## src/rtl/bcc_pkg.sv

```systemverilog
package bcc_pkg;
   typedef enum logic [1:0] {
      EDGE_OFF  = 2'b00,
      EDGE_RISE = 2'b01,
      EDGE_FALL = 2'b10,
      EDGE_BOTH = 2'b11
   } edge_sel_e;

   localparam int ADDR_W     = 3;
   localparam int N_CH       = 2;
   localparam logic [2:0] ADR_LIM_A = 3'd0;
   localparam logic [2:0] ADR_LIM_B = 3'd1;
   localparam logic [2:0] ADR_CH0   = 3'd2;
   localparam logic [2:0] ADR_CH1   = 3'd3;
   localparam logic [2:0] ADR_CFG   = 3'd4;
   localparam int CFG_W      = 6;
endpackage

```

## src/rtl/bcc_trig_sync.sv

```systemverilog
module bcc_trig_sync #(
   parameter int STAGES = 2
) (
   input  logic clk,
   input  logic rst,
   input  logic trig_in,
   output logic rise,
   output logic fall
);
   localparam int TOT = STAGES + 1;

   generate
      if (STAGES < 2) begin : g_bad
         $error("bcc_trig_sync: STAGES must be at least 2");
      end
   endgenerate

   logic [TOT-1:0] sh_q;

   always_ff @(posedge clk) begin
      if (rst) sh_q <= '0;
      else     sh_q <= {sh_q[TOT-2:0], trig_in};
   end

   // sh_q[STAGES-1] is the synchronized level, sh_q[STAGES] its prior value
   assign rise =  sh_q[STAGES-1] & ~sh_q[STAGES];
   assign fall = ~sh_q[STAGES-1] &  sh_q[STAGES];
endmodule

```

## src/rtl/bcc_counter.sv

```systemverilog
module bcc_counter #(
   parameter int CNT_W = 16
) (
   input  logic             clk,
   input  logic             rst,
   input  logic             cnt_en,
   input  logic             cnt_dn,
   input  logic [CNT_W-1:0] lim_a,
   input  logic [CNT_W-1:0] lim_b,
   output logic [CNT_W-1:0] count,
   output logic [CNT_W-1:0] cnt_nxt,
   output logic             irq_a,
   output logic             irq_b
);
   localparam logic [CNT_W-1:0] ONE = {{(CNT_W-1){1'b0}}, 1'b1};

   logic [CNT_W-1:0] cnt_q;
   logic             clr_a, clr_b;

   assign clr_a = cnt_en & ~cnt_dn & (cnt_q == lim_a);
   assign clr_b = cnt_en &  cnt_dn & (cnt_q == lim_b);

   always_comb begin
      if (!cnt_en)            cnt_nxt = cnt_q;
      else if (clr_a | clr_b) cnt_nxt = '0;
      else if (cnt_dn)        cnt_nxt = cnt_q - ONE;
      else                    cnt_nxt = cnt_q + ONE;
   end

   always_ff @(posedge clk) begin
      if (rst) begin
         cnt_q <= '0;
         irq_a <= 1'b0;
         irq_b <= 1'b0;
      end else begin
         cnt_q <= cnt_nxt;
         irq_a <= clr_a;
         irq_b <= clr_b;
      end
   end

   assign count = cnt_q;
endmodule

```

## src/rtl/bcc_channel.sv

```systemverilog
module bcc_channel #(
   parameter int CNT_W = 16
) (
   input  logic             clk,
   input  logic             rst,
   input  logic             cap_mode,
   input  logic [1:0]       edge_sel,
   input  logic             t_rise,
   input  logic             t_fall,
   input  logic             step,
   input  logic [CNT_W-1:0] cnt_cur,
   input  logic [CNT_W-1:0] cnt_nxt,
   input  logic             wr_hit,
   input  logic [CNT_W-1:0] wr_data,
   output logic [CNT_W-1:0] val,
   output logic             irq
);
   logic             cap;
   logic             hit;
   logic [CNT_W-1:0] val_q;

   assign cap = cap_mode & ((t_rise & edge_sel[0]) | (t_fall & edge_sel[1]));
   assign hit = ~cap_mode & step & (cnt_nxt == val_q);

   always_ff @(posedge clk) begin
      if (rst) begin
         val_q <= '0;
         irq   <= 1'b0;
      end else begin
         irq <= cap | hit;
         if (cap)         val_q <= cnt_cur;
         else if (wr_hit) val_q <= wr_data;
      end
   end

   assign val = val_q;
endmodule

```

## src/rtl/bidir_clear_counter.sv

```systemverilog
module bidir_clear_counter
   import bcc_pkg::*;
#(
   parameter int CNT_W       = 16,
   parameter int SYNC_STAGES = 2
) (
   input  logic             clk,
   input  logic             rst,
   input  logic             cnt_en,
   input  logic             cnt_dn,
   input  logic             wr_en,
   input  logic [2:0]       wr_addr,
   input  logic [CNT_W-1:0] wr_data,
   input  logic [1:0]       trig,
   output logic [CNT_W-1:0] count,
   output logic [CNT_W-1:0] ch_val0,
   output logic [CNT_W-1:0] ch_val1,
   output logic             irq_lim_a,
   output logic             irq_lim_b,
   output logic [1:0]       irq_ch
);
   generate
      if (CNT_W < CFG_W) begin : g_bad_w
         $error("bidir_clear_counter: CNT_W must hold the configuration field");
      end
   endgenerate

   logic [CNT_W-1:0] lim_a_q, lim_b_q, cnt_nxt;
   logic [CFG_W-1:0] cfg_q;
   logic [CNT_W-1:0] ch_val [N_CH];
   logic [N_CH-1:0]  t_rise, t_fall, wr_ch;

   always_ff @(posedge clk) begin
      if (rst) begin
         lim_a_q <= '0;
         lim_b_q <= '0;
         cfg_q   <= '0;
      end else if (wr_en) begin
         if (wr_addr == ADR_LIM_A) lim_a_q <= wr_data;
         if (wr_addr == ADR_LIM_B) lim_b_q <= wr_data;
         if (wr_addr == ADR_CFG)   cfg_q   <= wr_data[CFG_W-1:0];
      end
   end

   assign wr_ch[0] = wr_en & (wr_addr == ADR_CH0);
   assign wr_ch[1] = wr_en & (wr_addr == ADR_CH1);

   bcc_counter #(.CNT_W(CNT_W)) u_cnt (
      .clk(clk), .rst(rst), .cnt_en(cnt_en), .cnt_dn(cnt_dn),
      .lim_a(lim_a_q), .lim_b(lim_b_q), .count(count), .cnt_nxt(cnt_nxt),
      .irq_a(irq_lim_a), .irq_b(irq_lim_b)
   );

   for (genvar i = 0; i < N_CH; i++) begin : g_ch
      bcc_trig_sync #(.STAGES(SYNC_STAGES)) u_sync (
         .clk(clk), .rst(rst), .trig_in(trig[i]),
         .rise(t_rise[i]), .fall(t_fall[i])
      );
      bcc_channel #(.CNT_W(CNT_W)) u_chan (
         .clk(clk), .rst(rst),
         .cap_mode(cfg_q[i]), .edge_sel(cfg_q[2+2*i +: 2]),
         .t_rise(t_rise[i]), .t_fall(t_fall[i]),
         .step(cnt_en), .cnt_cur(count), .cnt_nxt(cnt_nxt),
         .wr_hit(wr_ch[i]), .wr_data(wr_data),
         .val(ch_val[i]), .irq(irq_ch[i])
      );
   end

   assign ch_val0 = ch_val[0];
   assign ch_val1 = ch_val[1];
endmodule

```

## config.mk

```make
export PLATFORM = sky130hd
export DESIGN_NAME = bidir_clear_counter
export DESIGN_NICKNAME = d
export VERILOG_FILES = /design/src/rtl/bcc_pkg.sv /design/src/rtl/bcc_trig_sync.sv /design/src/rtl/bcc_counter.sv /design/src/rtl/bcc_channel.sv /design/src/rtl/bidir_clear_counter.sv
export SDC_FILE = /design/constraint.sdc
export NUM_CORES = 1
export LEC_CHECK = 0
export ABC_AREA = 0
export BUFFER_PORTS_ARGS = -buffer_cell sky130_fd_sc_hd__buf_2
export CAP_MARGIN = 20
export CORE_MARGIN = 2
export CORE_UTILIZATION = 30
export DETAILED_ROUTE_END_ITERATION = 7
export MAX_ROUTING_LAYER = met4
export PLACE_DENSITY_LB_ADDON = 0.3
export RECOVER_POWER = 50
export SYNTH_ARGS = -nofsm -noshare
export SYNTH_HDL_FRONTEND = slang
export SYNTH_SLANG_ARGS = --single-unit
```

## constraint.sdc

```tcl
create_clock -name clk -period 5.28 [get_ports clk]
set_input_delay 0.264 -clock clk [delete_from_list [all_inputs] [get_ports clk]]
set_output_delay 0.264 -clock clk [all_outputs]
set_load 0.01 [all_outputs]
```

# ---- Word-level counts from Yosys, hierarchy flattened
# Index checks and enable logic that the tools add are counted.
dict set report totals {
  inputBits 26
  regBits 96
  out_inout_bits 52
  elab_cells 67
}
dict set report classes {
  addsub 2
  muxes 7
  eq_ne 8
  bitwise 32
  reduce_logical 6
}
# cell count
set ops {}
lappend ops {{$mux W16} 7}
lappend ops {{$eq A16 B16 Y1} 4}
lappend ops {{$and A1 B1 Y1} 20}
lappend ops {{$add A16 B1 Y16 const B} 1}
lappend ops {{$sub A16 B1 Y16 const B} 1}
lappend ops {{$not A1 Y1} 7}
lappend ops {{$eq A3 B2 Y1 const B} 2}
lappend ops {{$reduce_and A2 Y1} 3}
lappend ops {{$or A1 B1 Y1} 5}
lappend ops {{$reduce_bool A2 Y1} 2}
lappend ops {{$eq A3 B1 Y1 const B} 1}
lappend ops {{$eq A3 B3 Y1 const B} 1}
lappend ops {{$logic_not A3 Y1} 1}

# ---- Longest topological paths before layout
dict set report depth {
  ltp_word 9
  mapped_depth 12
  depth_no_buf 11
}

# ---- Hierarchy
# Synthesis repeated with hierarchy kept, for this count alone.
dict set report unflattened {
  cells_unflattened 594
  area_unflattened_um2 5836.8
}
# mod area_per_inst_um2 seq_area_each_um2 cells_per_inst n_inst
set by_module_without_submodules {}
lappend by_module_without_submodules {bcc_channel 1077.3 340.3 98 2}
lappend by_module_without_submodules {bcc_counter 1889.3 360.3 236 1}
lappend by_module_without_submodules {bidir_clear_counter 1610.3 760.7 146 1}
lappend by_module_without_submodules {bcc_trig_sync 91.3 60.1 8 2}

# ---- Worst setup path after synthesis
# OpenSTA, ideal clock, no wires.
dict set report synth_timing {
  path_type {reg-to-reg}
  from {register u_cnt.cnt_q[0], in the netlist u_cnt.count[0]}
  to {register g_ch[1].u_chan.irq}
  path_slack_ps 1914
  synth_period_minus_slack_ps 3366
  t_required_ps 5205
  t_arrival_ps 3291
  path_stages_with_launch 13
  n_path_buf 1
  setup_ps 75
  path_cell_list {dfxtp_1 buf_2 inv_1 fa_1 nor2b_1 o2111ai_1 and3_1 or3_1 a2bb2oi_1 a22oi_1 or4_1 or4b_1 o21ai_0}
}
dict set report synth_between {
  elab_chain_len 8
  word_cells_on_any_way 13
  cone_classes {add/sub (2); eq/ne (3); mux (3); bitwise (5)}
}
# element line
set synth_lines {}
lappend synth_lines {{start: declaration} bcc_counter.sv:17} ;# logic [CNT_W-1:0] cnt_q;
lappend synth_lines {{start signal: assignment} bcc_counter.sv:36} ;# cnt_q <= cnt_nxt;
lappend synth_lines {{branches (longest 4 deep; another with $add A16 B1 Y16)} --}
lappend synth_lines {{$mux W16 (*)} bcc_counter.sv:24} ;# if (!cnt_en) cnt_nxt = cnt_q;
lappend synth_lines {{$eq A16 B16 Y1 (*)} bcc_channel.sv:23} ;# assign hit = ~cap_mode & step & (cnt_nxt == val_q);
lappend synth_lines {{$and A1 B1 Y1 (*)} bcc_channel.sv:23}
lappend synth_lines {{$or A1 B1 Y1 (*)} bcc_channel.sv:30} ;# irq <= cap | hit;
lappend synth_lines {{end signal: assignment} bcc_channel.sv:30}
lappend synth_lines {{end: declaration} bcc_channel.sv:16} ;# output logic irq
# Every way passes the cells marked *.
# A chain may end at the register's enable or synchronous reset.

# ---- Final worst setup path
dict set report layout_timing {
  from {register u_cnt.cnt_q[0], in the netlist u_cnt.count[0]}
  to {register g_ch[0].u_chan.irq}
}
dict set report layout_between {
  elab_chain_len 8
  word_cells_on_any_way 13
  cone_classes {add/sub (2); eq/ne (3); mux (3); bitwise (5)}
}
# element line
set layout_lines {}
lappend layout_lines {{branches (longest 4 deep; another with $add A16 B1 Y16)} --}
lappend layout_lines {{$mux W16 (*)} bcc_counter.sv:24}
lappend layout_lines {{$eq A16 B16 Y1 (*)} bcc_channel.sv:23}
lappend layout_lines {{$and A1 B1 Y1 (*)} bcc_channel.sv:23}
lappend layout_lines {{$or A1 B1 Y1 (*)} bcc_channel.sv:30}
lappend layout_lines {{end signal: assignment} bcc_channel.sv:30}
lappend layout_lines {{end: declaration} bcc_channel.sv:16}
# Marks and branches as above.

==> impl_metrics.ini <==
[worst_setup_path]
crit_path_max_fanout = 11
required_ps = 5540
cp-end-kind = flop
critPathLaunchType = flop
crit_arrival_ps = 4270
crit_type = flop to flop

[cts]
cts_hold_buf = 0
htree_levels = 3
cts_setup_buffers = 0
root_buffer = clkbuf_16
ctsResizeCount = 0
clock_path_buffers = 2
cts_tree = done
cts_buffers = 9
numClockSinks = 96
clk_pin_slew_ps = 70
worst_skew_pair.late_latency_ps = 350

[routing]
firstDrtPassIters = 5
via_per_inst = 5.469
wirelength_um = 19520
wl_per_cell_um = 19.54
drtIter0Drc = 450
drc = 0
dr_total_vias = 5464
detail-route-antenna-nets = 0

[place]
gp_congestion = 0.9691
io_buffer_count = 77
pre_cts_ws_ps = 1280
dp_hpwl_um = 14370

[finish]
final_layout_size_suffix_gt1_share_pct = 9.935
area_growth_pct = 15.11
nets = 801
nFillCells = 1995
diodes = 0

[logic_synthesis]
synth_edf_count = 0
synth_cells = 707
synthArstFlopShare_pct = 0
yosys.cell_types.count = 67
synth_ff_type = dfxtp_1
synth.area.top_cells = dfxtp_1 34%, nand2_1 7.1%, mux2i_1 6.6%
netlist_top_cells_count = 106 x nand2_1, 96 x dfxtp_1, 69 x nor2_1
ys_seq_area_share_pct = 34.18
ys_seq_elements = 96
synth.avg_cell_area_um2 = 7.953
yosys_warnings = 0
yosysMostFrequentCell = nand2_1
synthesis.area_um2 = 5623
synthesis.nets = 748
synth_area_leader_cell = dfxtp_1
synth_top_area_share_pct = 34.18

[power]
ir_drop_v = 0.0001536
cellLeakagePower_nw = 2.501
totalPowerFinal_mw = 2.068
powerDensity_nw_per_um2 = 319.5

[hold_path]
min_path_type = input pin to flop

[sta]
clock_skew_ps = 8.980
maxSlewViolCount = 101
setup-violations-final = 0
finalWorstSetupSlack_ps = 1278
min_period_over_period_pct = 75.79
fin_setup_tns_ps = 0
hold_violations = 0
slew_headroom_pct = -66.78
tightestPinTransition_ps = 2502
min_period_ps = 4002
hold_slack_ps = 126.8
fmax_mhz = 249.9
rsz0062_at_grt = false

[die]
start_util_pct = 30.36
fp.dieH_um = 140.9
core-area_um2 = 18520
rows = 50
io_pins = 78
die_area_um2 = 19850
die_x_um = 140.9

[grt]
grt_max_degree = 56
antenna_found_initial = 0
grt_pass1_vias = 5030
grt_pass1_wl_um = 29500
groute.usage.overall_pct = 20.00
gr-total-overflow = 0

[flow_run]
drv_cap = 2

[run_status]
failed_checks = capacitance limit, slew limit
status = finished with violations
-- area by class of cell --
cell class	count	area [um^2]	share of cell area [%]
inverters	18	67.56	1.044
repair buffers	84	434.2	6.708
flip-flops and latches	96	1922	29.69
clock inverters	4	53.80	0.8312
well taps	234	292.8	4.523
clock buffers	12	246.5	3.808
multi-input cells	551	3456	53.39
-- worst max-delay path: stages, from the launching register on --
cell	delay [ps]
dfxtp_1	630
inv_1	190
fa_1	460
nor2b_1	170
o2111ai_1	250
and3_1	240
o31a_1	240
nor4b_1	520
a21oi_1	130
a2111oi_0	630
nand4b_1	180
o31ai_1	270
-- report_power, final --
part,internal (mW),switching [mW]
Sequential,0.755,0.0716
Combinational,0.226,0.337
Clock,0.382,0.296
Total,1.36,0.705
-- cell families (layout without fill, tap and decap cells) --
logic type / after synthesis / count (layout) / synth area share (%)
AOI/OAI and AO/OA: 184 / 184 / 21.87
buffers and inverters: 60 / 118 / 4.361
and+or+nand+nor: 274 / 274 / 23.14
DFF: 96 / 96 / 34.18
xor gates and xnor gates: 41 / 41 / 6.386
adders and majority gates: 15 / 15 / 3.471
muxes: 37 / 37 / 6.587
-- state kept, by name, indices dropped and copies added (netlist names) --
| signal | count |
|---|---|
| cfg_q | 6 |
| g_ch.u_chan.irq | 2 |
| g_ch.u_chan.val | 32 |
| lim_b_q | 16 |
| g_ch.u_sync.sh_q | 6 |
| u_cnt.count | 16 |
| u_cnt.irq_b | 1 |
| u_cnt.irq_a | 1 |
| lim_a_q | 16 |
-- per-stage QoR --
step / util [%] / std cells / instance area [um^2]
2_1_floorplan: - / 707 / 5623
3_3_place_gp: 33.24 / 980 / 6156
3_5_place_dp: 33.24 / 980 / 6156
4_1_cts: 34.86 / 996 / 6456
5_1_grt: 34.95 / 999 / 6472
6_report: 34.95 / 999 / 6472
-- layout by cell type, fill, tap and decap left out, types with 8 or more instances in the layout --
| cell | n |
|---|---|
| buf_2 | 45 |
| nor2_1 | 69 |
| nand3_1 | 16 |
| clkbuf_1 | 35 |
| dfxtp_1 | 96 |
| nor3_1 | 8 |
| a211oi_1 | 38 |
| a21oi_1 | 64 |
| o21ai_0 | 17 |
| mux2i_1 | 37 |
| o211ai_1 | 8 |
| nor2b_1 | 13 |
| ha_1 | 14 |
| nand4_1 | 13 |
| inv_1 | 18 |
| xnor2_1 | 36 |
| clkbuf_16 | 9 |
| nand2_1 | 106 |
-- routing by layer --
| layer | part of all wire [%] | vias to the layer above | wire length, um | GRT usage [%] |
|---|---|---|---|---|
| li1 | - | 2639 | - | - |
| met3 | 5.5 | 34 | 1071 | 3.125 |
| met5 | 0 | - | 0 | - |
| met4 | 2.4 | 0 | 460 | 6.158 |
| met2 | 46 | 180 | 9045 | 31.50 |
| met1 | 46 | 2611 | 8944 | 26.54 |
-- path summary, 6_finish.rpt --
| path | startpoint | end | slack [ps] | depth (start not counted) |
|---|---|---|---|---|
| max | u_cnt.count[0]$_SDFF_PP0_ | g_ch[0].u_chan.irq$_SDFF_PP0_ | 1280 | 11 |
| max reg2reg | u_cnt.count[0]$_SDFF_PP0_ | g_ch[0].u_chan.irq$_SDFF_PP0_ | 1280 | 11 |
| min | trig[1] | g_ch[1].u_sync.sh_q[0]$_SDFF_PP0_ | 130 | 2 |
| min reg2reg | g_ch[0].u_sync.sh_q[0]$_SDFF_PP0_ | g_ch[0].u_sync.sh_q[1]$_SDFF_PP0_ | 450 | 1 |
Power figures use the tool's default switching activity.
